--- src/rtl/cfgd_pkg.sv ---
package cfgd_pkg;
    localparam int SIZE_W = 3;
    localparam logic [SIZE_W-1:0] SZ_B1 = 3'd1;
    localparam logic [SIZE_W-1:0] SZ_B2 = 3'd2;
    localparam logic [SIZE_W-1:0] SZ_B4 = 3'd4;
endpackage

--- src/rtl/cfgd_decode.sv ---
module cfgd_decode
    import cfgd_pkg::*;
#(
    parameter int ADDR_W = 32,
    parameter logic [ADDR_W-1:0] WIN_BASE = '0,
    parameter int SLOT_W = 8,
    parameter int REG_W  = 8
) (
    input  logic [ADDR_W-1:0]   addr,
    input  logic [SIZE_W-1:0]   size,
    input  logic                write,
    input  logic [(1<<SLOT_W)-1:0] present,
    output logic [SLOT_W-1:0]   slot,
    output logic [REG_W-1:0]    regoff,
    output logic                access,
    output logic                fill,
    output logic                err
);
    localparam int OFF_W = SLOT_W + REG_W;

    logic [ADDR_W-1:0] offset;
    logic in_win, legal, populated;

    always_comb begin
        offset    = addr - WIN_BASE;
        in_win    = (offset >> OFF_W) == '0;
        slot      = offset[REG_W +: SLOT_W];
        regoff    = offset[REG_W-1:0];
        legal     = (size == SZ_B1) || (size == SZ_B2) || (size == SZ_B4);
        populated = in_win && present[slot];
        access    = legal && populated;
        fill      = legal && !populated && !write;
        err       = !legal || (write && !populated);
    end
endmodule

--- src/rtl/cfgd_onehot.sv ---
module cfgd_onehot #(
    parameter int SLOT_W = 8
) (
    input  logic                   en,
    input  logic [SLOT_W-1:0]      slot,
    output logic [(1<<SLOT_W)-1:0] sel
);
    for (genvar i = 0; i < (1 << SLOT_W); i++) begin : g_sel
        assign sel[i] = en && (slot == SLOT_W'(i));
    end
endmodule

--- src/rtl/cfg_dispatch.sv ---
module cfg_dispatch
    import cfgd_pkg::*;
#(
    parameter int ADDR_W    = 32,
    parameter logic [ADDR_W-1:0] WIN_BASE = 32'h0008_0000,
    parameter int DATA_W    = 32,
    parameter int DEV_W     = 5,
    parameter int FUNC_W    = 3,
    parameter int REG_W     = 8,
    parameter int PIO_LAT   = 1,
    parameter int CLK_RATIO = 2
) (
    input  logic                clk,
    input  logic                rst_n,
    input  logic                req_valid,
    output logic                req_ready,
    input  logic                req_write,
    input  logic [ADDR_W-1:0]   req_addr,
    input  logic [SIZE_W-1:0]   req_size,
    input  logic [DATA_W-1:0]   req_wdata,
    output logic                rsp_valid,
    output logic [DATA_W-1:0]   rsp_rdata,
    output logic                rsp_err,
    input  logic [(1<<(DEV_W+FUNC_W))-1:0] slot_present,
    output logic [(1<<(DEV_W+FUNC_W))-1:0] tgt_sel,
    output logic                tgt_rd,
    output logic                tgt_wr,
    output logic [REG_W-1:0]    tgt_reg,
    output logic [SIZE_W-1:0]   tgt_size,
    output logic [DATA_W-1:0]   tgt_wdata,
    input  logic [DATA_W-1:0]   tgt_rdata
);
    localparam int SLOT_W = DEV_W + FUNC_W;
    localparam int LAT    = PIO_LAT * CLK_RATIO;
    localparam int CNT_W  = (LAT > 1) ? $clog2(LAT) : 1;

    typedef struct packed {
        logic               busy;
        logic               first;
        logic [CNT_W-1:0]   cnt;
        logic               write;
        logic               access;
        logic               fill;
        logic               err;
        logic [SLOT_W-1:0]  slot;
        logic [REG_W-1:0]   regoff;
        logic [SIZE_W-1:0]  size;
        logic [DATA_W-1:0]  wdata;
    } state_t;

    state_t st_d, st_q;

    logic [SLOT_W-1:0] dec_slot;
    logic [REG_W-1:0]  dec_reg;
    logic              dec_access, dec_fill, dec_err;

    function automatic logic [DATA_W-1:0] width_mask(input logic [SIZE_W-1:0] sz);
        case (sz)
            SZ_B1:   width_mask = DATA_W'({8{1'b1}});
            SZ_B2:   width_mask = DATA_W'({16{1'b1}});
            SZ_B4:   width_mask = DATA_W'({32{1'b1}});
            default: width_mask = '0;
        endcase
    endfunction

    cfgd_decode #(
        .ADDR_W(ADDR_W), .WIN_BASE(WIN_BASE), .SLOT_W(SLOT_W), .REG_W(REG_W)
    ) u_decode (
        .addr(req_addr), .size(req_size), .write(req_write),
        .present(slot_present), .slot(dec_slot), .regoff(dec_reg),
        .access(dec_access), .fill(dec_fill), .err(dec_err)
    );

    always_comb begin
        st_d       = st_q;
        st_d.first = 1'b0;
        if (st_q.busy) begin
            if (st_q.cnt == '0) begin
                st_d.busy   = 1'b0;
                st_d.access = 1'b0;
            end else begin
                st_d.cnt = st_q.cnt - 1'b1;
            end
        end else if (req_valid) begin
            st_d.busy   = 1'b1;
            st_d.first  = 1'b1;
            st_d.cnt    = CNT_W'(LAT - 1);
            st_d.write  = req_write;
            st_d.access = dec_access;
            st_d.fill   = dec_fill;
            st_d.err    = dec_err;
            st_d.slot   = dec_slot;
            st_d.regoff = dec_reg;
            st_d.size   = req_size;
            st_d.wdata  = req_wdata & width_mask(req_size);
        end
    end

    always_ff @(posedge clk) begin
        if (!rst_n) st_q <= '0;
        else        st_q <= st_d;
    end

    cfgd_onehot #(.SLOT_W(SLOT_W)) u_onehot (
        .en(st_q.busy && st_q.access), .slot(st_q.slot), .sel(tgt_sel)
    );

    always_comb begin
        req_ready = !st_q.busy;
        rsp_valid = st_q.busy && (st_q.cnt == '0);
        tgt_rd    = st_q.first && st_q.access && !st_q.write;
        tgt_wr    = st_q.first && st_q.access && st_q.write;
        tgt_reg   = st_q.regoff;
        tgt_size  = st_q.size;
        tgt_wdata = st_q.wdata;
        rsp_err   = rsp_valid && st_q.err;
        rsp_rdata = '0;
        if (rsp_valid) begin
            if (st_q.fill)
                rsp_rdata = width_mask(st_q.size);
            else if (st_q.access && !st_q.write)
                rsp_rdata = tgt_rdata & width_mask(st_q.size);
        end
    end

    AST_SEL_ONEHOT: assert property (@(posedge clk) disable iff (!rst_n)
        $onehot0(tgt_sel));
    AST_RD_POPULATED: assert property (@(posedge clk) disable iff (!rst_n)
        tgt_rd |-> |(tgt_sel & slot_present));
    AST_WR_POPULATED: assert property (@(posedge clk) disable iff (!rst_n)
        tgt_wr |-> |(tgt_sel & slot_present));
    AST_STROBE_EXCL: assert property (@(posedge clk) disable iff (!rst_n)
        !(tgt_rd && tgt_wr));
    AST_RSP_PULSE: assert property (@(posedge clk) disable iff (!rst_n)
        rsp_valid |=> !rsp_valid);
    AST_ACCEPT_BLOCKS: assert property (@(posedge clk) disable iff (!rst_n)
        (req_valid && req_ready) |=> !req_ready);
    AST_QUIET_IDLE: assert property (@(posedge clk) disable iff (!rst_n)
        !rsp_valid |-> (rsp_rdata == '0 && !rsp_err));
endmodule

--- config.mk ---
export PLATFORM = sky130hd
export DESIGN_NAME = cfg_dispatch
export DESIGN_NICKNAME = d
export VERILOG_FILES = /design/src/rtl/cfgd_pkg.sv /design/src/rtl/cfgd_decode.sv /design/src/rtl/cfgd_onehot.sv /design/src/rtl/cfg_dispatch.sv
export SDC_FILE = /design/constraint.sdc
export NUM_CORES = 1
export LEC_CHECK = 0
export ABC_AREA = 1
export ABC_CLOCK_PERIOD_IN_PS = 4900
export CAP_MARGIN = 20
export CORE_AREA = 4 4 266 268
export DETAILED_ROUTE_END_ITERATION = 10
export DIE_AREA = 0 0 270 272
export PLACE_DENSITY_LB_ADDON = 0.1
export SETUP_SLACK_MARGIN = 0.4
export SYNTH_ARGS = -nofsm -noshare
export SYNTH_HDL_FRONTEND = slang
export SYNTH_SLANG_ARGS = --single-unit
--- constraint.sdc ---
create_clock -name clk -period 4.9 [get_ports clk]
set_clock_uncertainty 0.15 [all_clocks]
set_input_delay 0.98 -clock clk [delete_from_list [all_inputs] [get_ports clk]]
set_output_delay 0.98 -clock clk [all_outputs]
set_load 0.02 [all_outputs]
# Word-level counts from Yosys, hierarchy flattened

Index checks and enable logic that the tools add are counted.

Add/sub/neg operators: 2
Order comparisons: 1
Equal/unequal tests: 262
Muxes and demuxes: 19
Bitwise operators: 5
Reduce and logical (&&, ||, !) cells: 282

Operator list:

| cell                                                                          | number |
|---|---|
| 8-bit equality test (second input constant)                                   | 128 |
| 8-bit by 7-bit equality test with 1-bit output (second input constant)        | 64 |
| 1-bit logical AND                                                             | 268 |
| 8-bit by 6-bit equality test with 1-bit output (second input constant)        | 32 |
| 32-bit two-way mux                                                            | 8 |
| 32-bit one-hot mux with 3 select lines                                        | 2 |
| 8-bit by 5-bit equality test with 1-bit output (second input constant)        | 16 |
| 32-bit AND                                                                    | 2 |
| 8-bit by 4-bit equality test with 1-bit output (second input constant)        | 8 |
| 58-bit two-way mux                                                            | 1 |
| 8-bit by 3-bit equality test with 1-bit output (second input constant)        | 4 |
| 32-bit logical NOT                                                            | 1 |
| 32-bit by 20-bit subtractor with 32-bit output (second input constant)        | 1 |
| 8-bit by 2-bit equality test with 1-bit output (second input constant)        | 2 |
| 8-bit by 9-bit less-than comparator with 1-bit output (second input constant) | 1 |
| 1-bit binary-select mux with 8-bit select                                     | 1 |
| 8-bit by 1-bit equality test with 1-bit output (second input constant)        | 1 |
| 8-bit logical NOT                                                             | 1 |
| 1-bit two-way mux                                                             | 7 |
| 3-bit by 1-bit equality test with 1-bit output (second input constant)        | 2 |
| 3-bit by 2-bit equality test with 1-bit output (second input constant)        | 2 |
| 3-bit equality test (second input constant)                                   | 2 |
| 1-bit logical NOT                                                             | 5 |
| 2-bit AND reduction                                                           | 2 |
| 6 further kinds                                                               | 10 |

Register bits after elaboration: 58
Bits of input ports: 359
Output and inout port bits: 336

# Depth between registers and ports, before layout

Gate-level depths: netlist of run 1.

Depth in word-level cells: 9
Gate-level depth with buffers: 14
Depth with buffers taken out: 12

# Modules after synthesis

Synthesis of run 1 repeated with hierarchy kept, for this count alone.

Cells, all modules: 1434
Area total of the unflattened synthesis: 7694.9 µm²

Modules (own cells, without submodules):

| module       | instances | cells each | area each (µm²) |
|---|---|---|---|
| cfgd_decode  | 1         | 669        | 3121.7 |
| cfg_dispatch | 1         | 399        | 2962.8 |
| cfgd_onehot  | 1         | 366        | 1610.3 |

# Least setup slack after synthesis of run 1

Ideal clock, no wire load.

Path kind: flip-flop to output port
From: register st_q[57] (netlist name)
To: output port rsp_rdata[18]
Arrival time: 1871 ps
Setup slack: 1899 ps
Stages on the path, launching flop included: 6
Path buffers: 1
Path through: dfxtp_1 > inv_1 > nor2_1 > nand4_1 > clkbuf_1 > a21oi_1

Longest elaborated chain between the ends: 2

RTL lines:

| what                     | RTL line            | RTL |
|---|---|---|
| start: declaration       | cfg_dispatch.sv:51  | `state_t st_d, st_q;` |
| start signal: assignment | cfg_dispatch.sv:101 | `else st_q <= st_d;` |
| 1-bit logical AND        | cfg_dispatch.sv:110 | `rsp_valid = st_q.busy && (st_q.cnt == '0);` |
| net rsp_valid            | cfg_dispatch.sv:21  | `output logic rsp_valid,` |
| 32-bit two-way mux       | cfg_dispatch.sv:118 | `if (rsp_valid) begin` |
| end: declaration         | cfg_dispatch.sv:22  | `output logic [DATA_W-1:0] rsp_rdata,` |

The timed path passes the listed nets, and every way through them passes these cells.

# Final worst setup path of run 1

From: register st_q[57] (netlist name)
To: output port rsp_rdata[28]

Longest elaborated chain between the ends: 2

RTL lines:

| what               | RTL line |
|---|---|
| 1-bit logical AND  | cfg_dispatch.sv:110 |
| 32-bit two-way mux | cfg_dispatch.sv:118 |

No other way between the ends.

==> flow_summary.yaml, run 1 <==
outcome:
  status: "finished, final reports clean"
synthesis:
  synth.cell_area_sq_mm: 0.00689
  avgSynthCellArea_sq_um: 5.07
  syn_inst: 1359
  yosys_register_bits: 58
  yosys_warnings: 0
  ys_seq_area_share_pct: 16.9
  syn_nets: 1719
  synth.distinct_cells: 27
clock_network:
  ctsHoldBuffers: 0
  cts_root_buffer: "clkbuf_16"
  htreeDepth: 3
  cts_made_buffers: 9
  clock_sinks: 58
  cts_tree: "yes"
  cts_resized: 0
  clock_latency_ns: 0.34
  clk_pin_slew_ns: 0.06
  clock_path_buffers: 2
  cts_setup_buffers: 0
floorplanning:
  rows: 96
  die_area_sq_mm: 0.0734
  core_sq_mm: 0.0683
  die_w_microns: 270
  die_h_microns: 272
  initial_core_util_pct: 10.1
  pin_count: 695
sta:
  final_hold_viol_count: 0
  rsz0062_at_grt: "false"
  tns_ns: 0
  clock.fmax_ghz: 0.243
  drv_slew: 0
  setup_viol: 0
  fin_crit_ns: 4.11
  fin_crit_sh_pct: 83.9
  slew_headroom_pct: 29.3
  worst_pin_slew_ns: 1.06
drt:
  viasPerCell: 3.92
  wl_microns: 59800
  drtIter0Drc: 500
  final_antenna_net_count: 0
  post-route-drc-count: 0
  routedWlPerCell_microns: 21.1
  vias: 11066
  detail_route.first_pass.iterations: 4
setup_path:
  worstPathRequired_ns: 3.77
  worstPathCellList: "inv_1, nor2_1, nand4_1, a21oi_1, clkdlybuf4s50_1"
  cp_data_arrival_time_ns: 2.98
  cp_max_fo: 16
  crit_path_end_kind: "output port"
  startpoint_type: "flip-flop"
  cpPeakStageDelay_ns: 0.70
  path_buf_inv: 2
  crit_family: "simple AND/OR/NAND/NOR gates"
  cp_slowest_cell: "nand4_1"
  crit_type: "flip-flop to output port"
placement:
  dp_hpwl_microns: 48000
  port_buffers: 694
  routabilityCongestion: 0.801
power_and_ir_drop:
  p_seq_share_pct: 25.3
  finalPower_uw: 2060
  p_sw_share_pct: 32.4
  p_leak_uw: 0.00500
  vdd_drop_max_uv: 149
  pwr-share-clk_pct: 37.0
  intPower_uw: 1390
  comb_power_share_pct: 37.7
  total_switching_power_uw: 667
  p_per_area_mw_per_mm2: 141
final_layout:
  layout-drive-gt1-share_pct: 2.23
  mostFrequentLayoutCell: "clkdlybuf4s50_1"
  final_cell_mix: "clkdlybuf4s50_1 (692), nand2_1 (359), nor2_1 (310), nand3_1 (293), a21oi_1 (80)"
  layout.nets: 2287
  fillers: 7741
  largest_register_ffs: 32
  area_growth_pct: 112
  utilization_pct: 21.4
global_route:
  grt_pass1_wl_microns: 83300
  grt_max_degree: 129
  grt_antenna_before_repair: 14
  grt_pass1_vias: 11152
  grt_usage_pct: 15.3
  overflow: 0
min_path:
  hold_path_class: "flip-flop to flip-flop"
run:
  max_cap_violations: 0
[cells by family after synthesis]
group | Yosys count | synth area share, %
AOI/OAI and AO/OA | 112 | 8.23
xor gates and xnor gates | 3 | 0.382
adders and majority gates | 1 | 0.182
buffers and inverters | 210 | 15.4
DFF | 58 | 16.9
and+or+nand+nor | 975 | 59.0
[cells in the mapped netlist]
| library cell | number | area (sq um) |
|---|---|---|
| nor2_2 | 2 | 12.5 |
| clkbuf_1 | 58 | 218 |
| o211ai_1 | 1 | 7.51 |
| nand2_1 | 359 | 1350 |
| buf_1 | 6 | 22.5 |
| nor2_1 | 311 | 1170 |
| o21ai_0 | 29 | 145 |
| inv_1 | 50 | 188 |
| nand3_1 | 293 | 1470 |
| buf_6 | 2 | 22.5 |
| nor3_2 | 1 | 10.0 |
| a31oi_1 | 1 | 6.26 |
| buf_2 | 30 | 150 |
| ha_1 | 1 | 12.5 |
| a211oi_1 | 1 | 7.51 |
| clkinv_1 | 3 | 11.3 |
| nor3_1 | 2 | 10.0 |
| nand4_1 | 2 | 12.5 |
| inv_2 | 3 | 11.3 |
| nor4_1 | 3 | 18.8 |
| dfxtp_1 | 58 | 1160 |
| xnor2_1 | 2 | 17.5 |
| xor2_1 | 1 | 8.76 |
| nor4b_1 | 1 | 8.76 |
| nand3b_1 | 1 | 7.51 |
| buf_4 | 58 | 435 |
| a21oi_1 | 80 | 400 |
[power by group through the flow]
stage / combinational [uW] / sequential, uW / clock, uW
final: 776 / 521 / 760
after global routing: 850 / 525 / 819
after CTS: 785 / 521 / 806
after detailed placement: 780 / 531 / 0
after global placement: 782 / 531 / 0
after floorplan: 340 / 522 / 0
[worst paths after layout]
| path | startpoint | to | slack, ns | depth (start not counted) |
|---|---|---|---|---|
| setup / recovery | st_q[57] | rsp_rdata[28] | 0.79 | 5 |
| hold / removal | tgt_wdata[31] | tgt_wdata[31] | 0.31 | 2 |
| setup reg to reg | st_q[57] | st_q[53] | 2.78 | 5 |
| hold reg to reg | tgt_wdata[31] | tgt_wdata[31] | 0.31 | 2 |
[layer usage]
metal	global-route usage, %	wire, microns
met1	17.1	23300
met3	3.60	3480
met5	0	40
met2	28.6	31700
met4	4.43	1240
[layout make-up]
cell class | count | area [sq um] | area share (%)
inverters | 56 | 213 | 1.45
diodes | 12 | 30.0 | 0.205
repair buffers | 711 | 7100 | 48.5
flip-flops and latches | 58 | 1160 | 7.94
well taps | 882 | 1100 | 7.54
clock buffers | 9 | 225 | 1.54
clock inverters | 7 | 125 | 0.855
multi-input cells | 1091 | 4670 | 31.9
[stage by stage]
step                      std cells  setup WS [ns]  instance area [sq um]  hold WS (ns)
after floorplan                1359           1.90                   6890         0.295
after global placement         2797           1.11                  14200         0.302
after detailed placement       2797           1.11                  14200         0.305
after CTS                      2813          0.762                  14600         0.315
after global routing           2825          0.572                  14600         0.331
final                          2826          0.787                  14600         0.314
[worst reg2reg max path, cell delays in order, from the launching register on]
cell     delay (ns)
dfxtp_1        0.34
nor2_4         0.12
inv_2          0.27
nor2_2         0.66
nand4_1        0.31
a21oi_1        0.19
(Power assumes the default switching activity.)
==> run 2, diff against run 1 <==
- ABC_CLOCK_PERIOD_IN_PS: 4900 -> 3300
- CORE_AREA: 4 4 266 268 -> 4 4 269 271
- DIE_AREA: 0 0 270 272 -> 0 0 273 275
- clock period: 4.9 -> 3.3 ns (I/O delays scaled with it)
==> flow_summary.yaml, run 2 (same netlist as run 1, synthesis figures left out) <==
sta:
  setup_viol: 0
  slew_headroom_pct: 30.1
  fin_ws_ns: 0.435
  rsz0062_at_grt: "true"
  clock.fmax_ghz: 0.349
  final_hold_viol_count: 0
  fin_crit_ns: 2.87
  hold_slack_ns: 0.313
  drv_slew: 0
  worst_pin_slew_ns: 1.05
  fin_crit_sh_pct: 86.8
global_route:
  grt_usage_pct: 15.2
  overflow: 0
  grt_pass1_wl_microns: 84500
  grt_antenna_before_repair: 10
  grt_pass1_vias: 11521
  grt_max_degree: 70
drt:
  drtIter0Drc: 552
  viasPerCell: 3.85
  detail_route.first_pass.iterations: 4
  vias: 11266
  post-route-drc-count: 0
  wl_microns: 61500
  routedWlPerCell_microns: 21.0
  final_antenna_net_count: 0
setup_path:
  cp_max_fo: 14
  startpoint_type: "flip-flop"
  crit_path_end_kind: "output port"
  worstPathRequired_ns: 2.49
  ff2ff_path_depth: 7
  cp_data_arrival_time_ns: 2.06
  crit_type: "flip-flop to output port"
floorplanning:
  core_sq_mm: 0.0698
  pin_count: 695
  initial_core_util_pct: 9.87
  die_w_microns: 273
  rows: 97
  die_h_microns: 275
  die_area_sq_mm: 0.0751
placement:
  routabilityCongestion: 0.815
  port_buffers: 694
  dp_hpwl_microns: 49300
  dpl_worst_slack_ns: -0.140
clock_network:
  clock_sinks: 58
  clk_pin_slew_ns: 0.06
  cts_root_buffer: "clkbuf_16"
  clock_path_buffers: 2
  cts_tree: "yes"
  htreeDepth: 3
  cts_made_buffers: 9
  clock_latency_ns: 0.33
power_and_ir_drop:
  p_leak_uw: 0.00738
  vdd_drop_max_uv: 218
  p_per_area_mw_per_mm2: 192
final_layout:
  mostFrequentLayoutCell: "clkdlybuf4s50_1"
  layout.nets: 2330
  area_growth_pct: 118
  final_cell_mix: "clkdlybuf4s50_1 (406), nand2_1 (346), nor2_1 (293), nand3_1 (290), dlygate4sd2_1 (160)"
  fillers: 8025
  largest_register_ffs: 32
  layout-drive-gt1-share_pct: 8.81
outcome:
  status: "finished, final reports clean"
min_path:
  hold_path_class: "flip-flop to flip-flop"
  hold_depth: 2
run:
  max_cap_violations: 0
[run 2: layout make-up]
cell class | instances | area [sq um] | share of cell area (%)
clock buffers | 9 | 225 | 1.50
inverters | 56 | 221 | 1.48
multi-input cells | 1091 | 4880 | 32.6
diodes | 9 | 22.5 | 0.150
well taps | 940 | 1180 | 7.85
repair buffers | 754 | 7260 | 48.4
clock inverters | 6 | 43.8 | 0.292
flip-flops and latches | 58 | 1160 | 7.76
[run 2: worst max-delay path, stage by stage, from the launching register on]
cell and delay, ns:
dfxtp_1 0.40, nand2_1 0.14, clkinv_4 0.13, buf_4 0.17
nand2_4 0.13, nor2_1 0.12, clkdlybuf4s50_1 0.61
[run 2: through the flow]
| step | total power [uW] | instance area (sq um) | cells | TNS, ns | util, % |
|---|---|---|---|---|---|
| 6_report | 2880 | 15000 | 2923 | 0 | 21.5 |
| 5_1_grt | 3090 | 15000 | 2922 | 0 | 21.5 |
| 4_1_cts | 2950 | 14900 | 2914 | 0 | 21.4 |
| 3_5_place_dp | 1990 | 14700 | 2893 | -0.234 | 21.0 |
| 3_3_place_gp | 1990 | 14700 | 2893 | -0.412 | 21.0 |
| 2_1_floorplan | 1280 | 6890 | 1359 | 0 | - |
[run 2: where the power goes]
group | switching (uW) | internal (uW) | total, uW
Clock | 392 | 505 | 898
Sequential | 32.1 | 741 | 773
Combinational | 598 | 612 | 1210
[run 2: timing repair]
item | CTS | global route
gates resized for setup | 283 | 168
hold buffers | 0 | 0
setup endpoints to repair | 289 | 134
pin swaps | 2 | 0
endpoints found under the hold margin | 0 | 0
setup buffers | 6 | 0
[run 2: metal layers]
| metal | wire length, microns | vias up | GRT usage [%] |
|---|---|---|---|
| met1 | 23300 | 5272 | 16.5 |
| met4 | 1330 | 0 | 4.02 |
| met2 | 33200 | 390 | 29.6 |
| met3 | 3680 | 57 | 3.36 |
| met5 | 0 | - | 0 |
| li1 | - | 5547 | - |
[run 2: path summary, 6_finish.rpt]
kind              slack [ns]          start       endpoint
setup / recovery        0.43       st_q[57]   tgt_sel[204]
hold / removal          0.31  tgt_wdata[30]  tgt_wdata[30]
setup reg to reg        1.53       st_q[57]  tgt_wdata[23]
hold reg to reg         0.31  tgt_wdata[30]  tgt_wdata[30]
